<file path="src/rtl/fbs_pkg.sv">
package fbs_pkg;
  localparam logic [7:0] OP_WREN   = 8'h06;
  localparam logic [7:0] OP_RDSR   = 8'h05;
  localparam logic [7:0] OP_WRSR   = 8'h01;
  localparam logic [7:0] OP_READ   = 8'h0B;
  localparam logic [7:0] OP_PROG   = 8'h02;
  localparam logic [7:0] OP_SERASE = 8'h20;
  localparam logic [7:0] OP_CERASE = 8'hC7;

  localparam int ST_BIT_BUSY  = 0;
  localparam int ST_BIT_LATCH = 1;

  typedef enum logic [3:0] {
    S_WREN, S_WREN_W, S_LPOLL, S_LPOLL_W, S_WRSR, S_WRSR_W,
    S_READ, S_READ_W, S_IDLE, S_OP, S_OP_W, S_BPOLL, S_BPOLL_W
  } seq_state_t;
endpackage

</file>
<file path="src/rtl/fbs_poll_ctr.sv">
module fbs_poll_ctr #(
  parameter int CW = 16
) (
  input  logic          clk,
  input  logic          rst,
  input  logic          clr,
  input  logic          inc,
  input  logic [CW-1:0] limit,
  output logic          spent
);
  logic [CW-1:0] cnt;

  always_ff @(posedge clk) begin
    if (rst || clr) cnt <= '0;
    else if (inc)   cnt <= cnt + 1'b1;
  end

  assign spent = (cnt >= limit);

  // a poll is never issued once the budget is used up
  p_poll_budget_r8: assert property (@(posedge clk) disable iff (rst)
    inc |-> !spent) else $error("poll issued past limit");
endmodule

</file>
<file path="src/rtl/fbs_copy_ctr.sv">
module fbs_copy_ctr #(
  parameter int AW = 12
) (
  input  logic          clk,
  input  logic          rst,
  input  logic          en,
  input  logic          rx_valid,
  input  logic [7:0]    rx_data,
  output logic          pm_we,
  output logic [AW-1:0] pm_addr,
  output logic [7:0]    pm_wdata
);
  logic [AW-1:0] nxt;

  always_ff @(posedge clk) begin
    if (rst) begin
      pm_we    <= 1'b0;
      pm_addr  <= '0;
      pm_wdata <= '0;
      nxt      <= '0;
    end else begin
      pm_we <= en && rx_valid;
      if (en && rx_valid) begin
        pm_addr  <= nxt;
        pm_wdata <= rx_data;
        nxt      <= nxt + 1'b1;
      end
    end
  end

  logic [AW-1:0] seen;
  always_ff @(posedge clk) begin
    if (rst)        seen <= '0;
    else if (pm_we) seen <= seen + 1'b1;
  end

  // writes go to consecutive addresses starting at zero
  p_pm_consecutive_r3: assert property (@(posedge clk) disable iff (rst)
    pm_we |-> pm_addr == seen) else $error("program memory address skipped");
endmodule

</file>
<file path="src/rtl/flash_boot_seq.sv">
module flash_boot_seq
  import fbs_pkg::*;
#(
  parameter int FAW  = 24,
  parameter int LENW = 16,
  parameter int PCW  = 16,
  parameter int PMAW = 12
) (
  input  logic            clk,
  input  logic            rst,
  input  logic [FAW-1:0]  cfg_boot_addr,
  input  logic [LENW-1:0] cfg_boot_len,
  input  logic [PCW-1:0]  cfg_poll_limit,
  input  logic            hreq_valid,
  input  logic [1:0]      hreq_kind,
  input  logic [FAW-1:0]  hreq_addr,
  input  logic [LENW-1:0] hreq_len,
  input  logic            hreq_cs,
  output logic            hreq_ack,
  output logic            hreq_done,
  output logic            hreq_err,
  output logic            host_irq,
  output logic            eng_req,
  output logic [7:0]      eng_op,
  output logic [FAW-1:0]  eng_addr,
  output logic [LENW-1:0] eng_len,
  output logic [7:0]      eng_wbyte,
  output logic            eng_cs,
  input  logic            eng_rx_valid,
  input  logic [7:0]      eng_rx_data,
  input  logic            eng_done,
  output logic            pm_we,
  output logic [PMAW-1:0] pm_addr,
  output logic [7:0]      pm_wdata
);
  seq_state_t      state;
  logic            in_boot;
  logic [7:0]      stat_q;
  logic [1:0]      k_q;
  logic [FAW-1:0]  a_q;
  logic [LENW-1:0] l_q;
  logic            cs_q;
  logic            poll_clr, poll_inc, spent;

  assign poll_clr = eng_done && (state == S_WREN_W || state == S_OP_W);
  assign poll_inc = (state == S_LPOLL) || (state == S_BPOLL);

  fbs_poll_ctr #(.CW(PCW)) u_poll (
    .clk(clk), .rst(rst), .clr(poll_clr), .inc(poll_inc),
    .limit(cfg_poll_limit), .spent(spent)
  );

  fbs_copy_ctr #(.AW(PMAW)) u_copy (
    .clk(clk), .rst(rst), .en(state == S_READ_W),
    .rx_valid(eng_rx_valid), .rx_data(eng_rx_data),
    .pm_we(pm_we), .pm_addr(pm_addr), .pm_wdata(pm_wdata)
  );

  always_ff @(posedge clk) begin
    if (rst)               stat_q <= '0;
    else if (eng_rx_valid) stat_q <= eng_rx_data;
  end

  always_ff @(posedge clk) begin
    if (rst) begin
      state     <= S_WREN;
      in_boot   <= 1'b1;
      host_irq  <= 1'b1;
      hreq_ack  <= 1'b0;
      hreq_done <= 1'b0;
      hreq_err  <= 1'b0;
      eng_req   <= 1'b0;
      eng_op    <= '0;
      eng_addr  <= '0;
      eng_len   <= '0;
      eng_wbyte <= '0;
      eng_cs    <= 1'b0;
      k_q       <= '0;
      a_q       <= '0;
      l_q       <= '0;
      cs_q      <= 1'b0;
    end else begin
      eng_req   <= 1'b0;
      hreq_ack  <= 1'b0;
      hreq_done <= 1'b0;
      case (state)
        S_WREN, S_LPOLL, S_BPOLL: begin
          eng_req   <= 1'b1;
          eng_op    <= (state == S_WREN) ? OP_WREN : OP_RDSR;
          eng_addr  <= '0;
          eng_len   <= '0;
          eng_wbyte <= '0;
          eng_cs    <= in_boot ? 1'b0 : cs_q;
          state     <= (state == S_WREN) ? S_WREN_W :
                       (state == S_LPOLL) ? S_LPOLL_W : S_BPOLL_W;
        end
        S_WREN_W: if (eng_done) state <= S_LPOLL;
        S_LPOLL_W: if (eng_done) begin
          if (stat_q[ST_BIT_LATCH]) state <= in_boot ? S_WRSR : S_OP;
          else if (spent) begin
            hreq_err <= 1'b1;
            state    <= S_IDLE;
            if (in_boot) begin
              in_boot  <= 1'b0;
              host_irq <= 1'b0;
            end else hreq_done <= 1'b1;
          end else state <= S_LPOLL;
        end
        S_WRSR: begin
          eng_req   <= 1'b1;
          eng_op    <= OP_WRSR;
          eng_wbyte <= 8'h00;
          eng_cs    <= 1'b0;
          state     <= S_WRSR_W;
        end
        S_WRSR_W: if (eng_done) state <= S_READ;
        S_READ: begin
          eng_req  <= 1'b1;
          eng_op   <= OP_READ;
          eng_addr <= cfg_boot_addr;
          eng_len  <= cfg_boot_len;
          eng_cs   <= 1'b0;
          state    <= S_READ_W;
        end
        S_READ_W: if (eng_done) begin
          in_boot  <= 1'b0;
          host_irq <= 1'b0;
          state    <= S_IDLE;
        end
        S_IDLE: if (hreq_valid) begin
          hreq_ack <= 1'b1;
          hreq_err <= 1'b0;
          k_q      <= hreq_kind;
          a_q      <= hreq_addr;
          l_q      <= hreq_len;
          cs_q     <= hreq_cs;
          state    <= S_WREN;
        end
        S_OP: begin
          eng_req   <= 1'b1;
          eng_cs    <= cs_q;
          eng_wbyte <= '0;
          case (k_q)
            2'd0: begin eng_op <= OP_PROG;   eng_addr <= a_q; eng_len <= l_q; end
            2'd1: begin eng_op <= OP_SERASE; eng_addr <= a_q; eng_len <= '0;  end
            default: begin eng_op <= OP_CERASE; eng_addr <= '0; eng_len <= '0; end
          endcase
          state <= S_OP_W;
        end
        S_OP_W: if (eng_done) state <= S_BPOLL;
        S_BPOLL_W: if (eng_done) begin
          if (!stat_q[ST_BIT_BUSY]) begin
            hreq_done <= 1'b1;
            state     <= S_IDLE;
          end else if (spent) begin
            hreq_err  <= 1'b1;
            hreq_done <= 1'b1;
            state     <= S_IDLE;
          end else state <= S_BPOLL;
        end
        default: state <= S_IDLE;
      endcase
    end
  end

  // once start-up has ended the interrupt stays low
  p_irq_stays_low_r4: assert property (@(posedge clk) disable iff (rst)
    !host_irq |=> !host_irq) else $error("host_irq rose again");
  // no request is taken while start-up runs
  p_no_ack_in_boot_r5: assert property (@(posedge clk) disable iff (rst)
    hreq_ack |-> !host_irq) else $error("request taken during start-up");
  // the boot image comes from chip select zero
  p_boot_cs0_r2: assert property (@(posedge clk) disable iff (rst)
    (eng_req && eng_op == OP_READ) |-> !eng_cs) else $error("boot read off cs0");
  // no write-disable command, strobes are single pulses
  p_no_wrdi_r9: assert property (@(posedge clk) disable iff (rst)
    eng_req |-> eng_op != 8'h04) else $error("write disable issued");
  p_single_strobe_r9: assert property (@(posedge clk) disable iff (rst)
    eng_req |=> !eng_req) else $error("command strobe held");
  // every write-class command follows a status read with latch set
  p_latch_before_write_r6: assert property (@(posedge clk) disable iff (rst)
    (eng_req && (eng_op == OP_PROG || eng_op == OP_SERASE ||
                 eng_op == OP_CERASE || eng_op == OP_WRSR)) |-> stat_q[ST_BIT_LATCH])
    else $error("write command without enable latch");
  // a clean completion follows a status read with busy clear
  p_idle_before_done_r7: assert property (@(posedge clk) disable iff (rst)
    (hreq_done && !hreq_err) |-> !stat_q[ST_BIT_BUSY])
    else $error("done while flash busy");
endmodule

</file>
<file path="config.mk">
export PLATFORM = sky130hd
export DESIGN_NAME = flash_boot_seq
export DESIGN_NICKNAME = d
export VERILOG_FILES = /design/src/rtl/fbs_pkg.sv /design/src/rtl/fbs_poll_ctr.sv /design/src/rtl/fbs_copy_ctr.sv /design/src/rtl/flash_boot_seq.sv
export SDC_FILE = /design/constraint.sdc
export NUM_CORES = 1
export LEC_CHECK = 0
export BUFFER_PORTS_ARGS = -buffer_cell sky130_fd_sc_hd__buf_2
export CAP_MARGIN = 20
export CORE_UTILIZATION = 51
export DETAILED_ROUTE_END_ITERATION = 10
export PLACE_DENSITY_LB_ADDON = 0.1
export SYNTH_ARGS = -nofsm -noshare
export SYNTH_HDL_FRONTEND = slang
export SYNTH_SLANG_ARGS = --single-unit
export TNS_END_PERCENT = 20
</file>
<file path="constraint.sdc">
create_clock -name clk -period 2.2 [get_ports clk]
set_input_delay 0.11 -clock clk [delete_from_list [all_inputs] [get_ports clk]]
set_output_delay 0.11 -clock clk [all_outputs]
set_load 0.05 [all_outputs]
</file>
==> results.sh <==
export IMPL_outcome="finished, final reports clean"
export IMPL_cts_max_level=4
export IMPL_io_pins=195
export IMPL_syn_to_final_growth_pct=40.62
export IMPL_cp_cell_sequence="inv_1, ha_1, nand2b_1, a2111o_1, a31oi_1, o211ai_1, a21o_1, a221oi_2"
export IMPL_syn_area_mm2=0.006296
export IMPL_worstSetupEndpointType="register"
export IMPL_vias_per_cell=5.526
export IMPL_max_vdd_ir_drop_v=0.0005351
export IMPL_power_frac_seq=0.448
export IMPL_start_kind="register"
export IMPL_synth_top_family_by_area="simple AND/OR/NAND/NOR gates"
export IMPL_cts_sinks=151
export IMPL_grt_max_degree=47
export IMPL_finalHoldViolations=0
export IMPL_fin_crit_sh=0.9709
export IMPL_finalClockSkew_ps=6.822
export IMPL_p_total_mw=6.185
export IMPL_clock_path_buffers=2
export IMPL_power_switching_mw=1.423
export IMPL_cp_required_ps=2530
export IMPL_avgSynthCellArea_um2=8.339
export IMPL_grt_pass1_vias=6494
export IMPL_insertion_delay_ps=420
export IMPL_crit_end="state[1]"
export IMPL_grtUsageTotal=0.2924
export IMPL_ys_warn_count=0
export IMPL_start_util=0.5242
export IMPL_path_clk_slew_ps=60
export IMPL_hp_start="rst"
export IMPL_reg2reg_to="state[1]"
export IMPL_max_stage_delay_ps=410
export IMPL_grt_pass1_wl_mm=29.73
export IMPL_synth_ff_type="dfxtp_1"
export IMPL_crit_start="u_poll.cnt[0]"
export IMPL_leakagePower_nw=3.799
export IMPL_rr_worst_depth=8
export IMPL_synth_xor_area_share=0.03478
export IMPL_dieArea_mm2=0.01279
export IMPL_place_hpwl_mm=11.12
export IMPL_switching_share=0.2300
export IMPL_nets=1149
export IMPL_postRouteAntennaNets=0
export IMPL_synthCells=755
export IMPL_r2r_start="u_poll.cnt[0]"
export IMPL_whs_path_depth=2
export IMPL_setup_viol=0
export IMPL_synthMuxAreaShare=0.006359
export IMPL_crit_fanout=4
export IMPL_wl_per_cell_um=15.57
export IMPL_drv_slew=0
export IMPL_synth_edf_count=0
export IMPL_combPwrFrac=0.087
export IMPL_ys_seq_area_frac=0.4801
export IMPL_internal_power_mw=4.762
export IMPL_grt_ovfl_total=0
export IMPL_synth_seq_cells=151
export IMPL_dieWidth_um=113.1
export IMPL_synth_simple_gate_area_frac=0.1985
export IMPL_critical_path_class="reg2reg"
export IMPL_synthAdderAreaFrac=0.03577
export IMPL_ys_types=52
export IMPL_cts_tree="built"
export IMPL_min_period_ps=2136
export IMPL_dr_pass1_iters=7
export IMPL_drt_iter0_drc=803
export IMPL_vias=6521
export IMPL_slowest_stage="a2111o_1"
export IMPL_maxCapViolCount=0
export IMPL_hp_class="in2reg"
export IMPL_async_flop_share=0
export IMPL_drcViolationCount=0
export IMPL_grt_antenna_before_repair=0
export IMPL_wirelength_mm=18.38
export IMPL_arrival_ps=2460
export IMPL_reg2reg_slack_ps=60
export IMPL_drive_gt1_frac=0.2403
export IMPL_place_gp_congestion=0.8768
export IMPL_port_buffers=185
export IMPL_core_area_mm2=0.01201
export IMPL_cts_buffers=17
export IMPL_whs_ps=90.85
export IMPL_cts_root_buf="clkbuf_16"
export IMPL_die_y_um=113.1
export IMPL_max_freq_mhz=468.2
export IMPL_power_density_mw_per_mm2=698.6
export IMPL_p_clk_frac=0.465
export IMPL_synth_compound_area_frac=0.1800
export IMPL_row_count=40
cells in the final DEF, fill, tap and decap left out, types with 9 or more instances in the layout:
cell type / netlist / final
a21oi_1: 86 / 86
buf_4: 14 / 21
nor2_1: 92 / 92
buf_2: 15 / 184
xor2_1: 19 / 19
ha_1: 18 / 18
inv_1: 21 / 21
a222oi_1: 40 / 40
nand2_1: 157 / 157
nand3_1: 17 / 16
clkbuf_16: 0 / 17
dlygate4sd3_1: 0 / 92
dfxtp_1: 151 / 150
conb_1: 1 / 9
o21ai_0: 18 / 18
stage by stage:
stage          utilization  instances  area [µm²]  setup WS [ps]  setup TNS, ps
4_1_cts             0.7350       1177        8828          34.62              0
3_5_place_dp        0.6090       1053        7315          60.18              0
6_report            0.7371       1180        8853          63.93              0
3_3_place_gp        0.6090       1053        7315          101.2              0
5_1_grt             0.7369       1179        8851         -48.29         -101.7
2_1_floorplan            -        763        6326          230.8              0
cell type report:
cell class	count	area, µm²
fill	912	3158
sequential	151	3024
multi-input combinational	528	2928
timing repair buffer	299	2039
clock buffer	21	470.5
tap	147	183.9
clock inverter	11	122.6
inverter	22	82.58
antenna	1	2.502
worst max-delay path: cells and delay by family (launching register included):
family                   cells  cell delay (ps)
buffers and inverters        1               80
adder cells (fa/ha/maj)      1              260
AND/OR/NAND/NOR              1              140
AO/OA/AOI/OAI                5             1220
flip-flops                   1              350
synthesized netlist by cell type, types with 3 or more instances:
library cell	count	area (µm²)
dfxtp_1	151	3023
clkbuf_1	27	101.4
nand2b_1	3	18.77
nor2b_1	3	18.77
a222oi_1	40	400.4
and3_1	6	37.54
a21oi_1	86	430.4
nand2_1	157	589.3
buf_1	4	15.01
mux2i_1	4	40.04
inv_1	21	78.83
buf_2	15	75.07
nand4_1	7	43.79
a31oi_1	3	18.77
nor2_1	92	345.3
o21ai_0	18	90.09
nand3_1	17	85.08
buf_4	14	105.1
xor2_1	19	166.4
nor3_1	5	25.02
ha_1	18	225.2
or3_1	3	18.77
xnor2_1	6	52.55
and2_1	3	18.77
metal layers:
| metal | GRT usage | vias up | wire, µm | part of all wire |
|---|---|---|---|---|
| met1 | 0.3228 | 3021 | 7472 | 0.41 |
| met2 | 0.5157 | 295 | 9171 | 0.50 |
| met5 | 0 | - | 0 | 0 |
| met3 | 0.06642 | 63 | 1109 | 0.060 |
| li1 | - | 3142 | - | - |
| met4 | 0.1702 | 0 | 622 | 0.034 |
worst min-delay path by stage:
stage,to
floorplan,a_q[0]
global placement,eng_addr[7]
detailed placement,u_copy.pm_wdata[7]
CTS,stat_q[0]
global route,u_copy.nxt[3]
finish,stat_q[0]
sequential cells by signal, summed over array words and instances, names as in the netlist, 2 cells and up:
signal	flops
u_copy.pm_wdata	8
u_copy.nxt	12
state	4
k_q	2
eng_addr	24
eng_len	16
stat_q	2
l_q	16
u_copy.pm_addr	12
eng_op	6
u_poll.cnt	16
a_q	24
timing repair:
| action | 4_1_cts | 5_1_grt |
|---|---|---|
| hold endpoints to repair | 93 | 0 |
| gates resized for setup | 0 | 2 |
| buffers inserted | 0 | 2 |
| hold buffers | 92 | 0 |
| setup endpoints to repair | 0 | 17 |
kinds of logic after synthesis:
group / count (synthesis)
AND/OR/NAND/NOR: 302
AO/OA/AOI/OAI: 170
flip-flops: 151
buffers and inverters: 84
XOR/XNOR: 25
adder cells (fa/ha/maj): 18
multiplexers: 4
other: 1
power by group through the flow:
stage / clock [mW] / sequential, mW / combinational (mW)
after floorplan: 0 / 2.85 / 0.220
after global placement: 0 / 2.83 / 0.386
after detailed placement: 0 / 2.83 / 0.394
after CTS: 2.92 / 2.77 / 0.522
after global routing: 3.03 / 2.77 / 0.576
final: 2.87 / 2.77 / 0.538
Power figures use the tool's default switching activity.
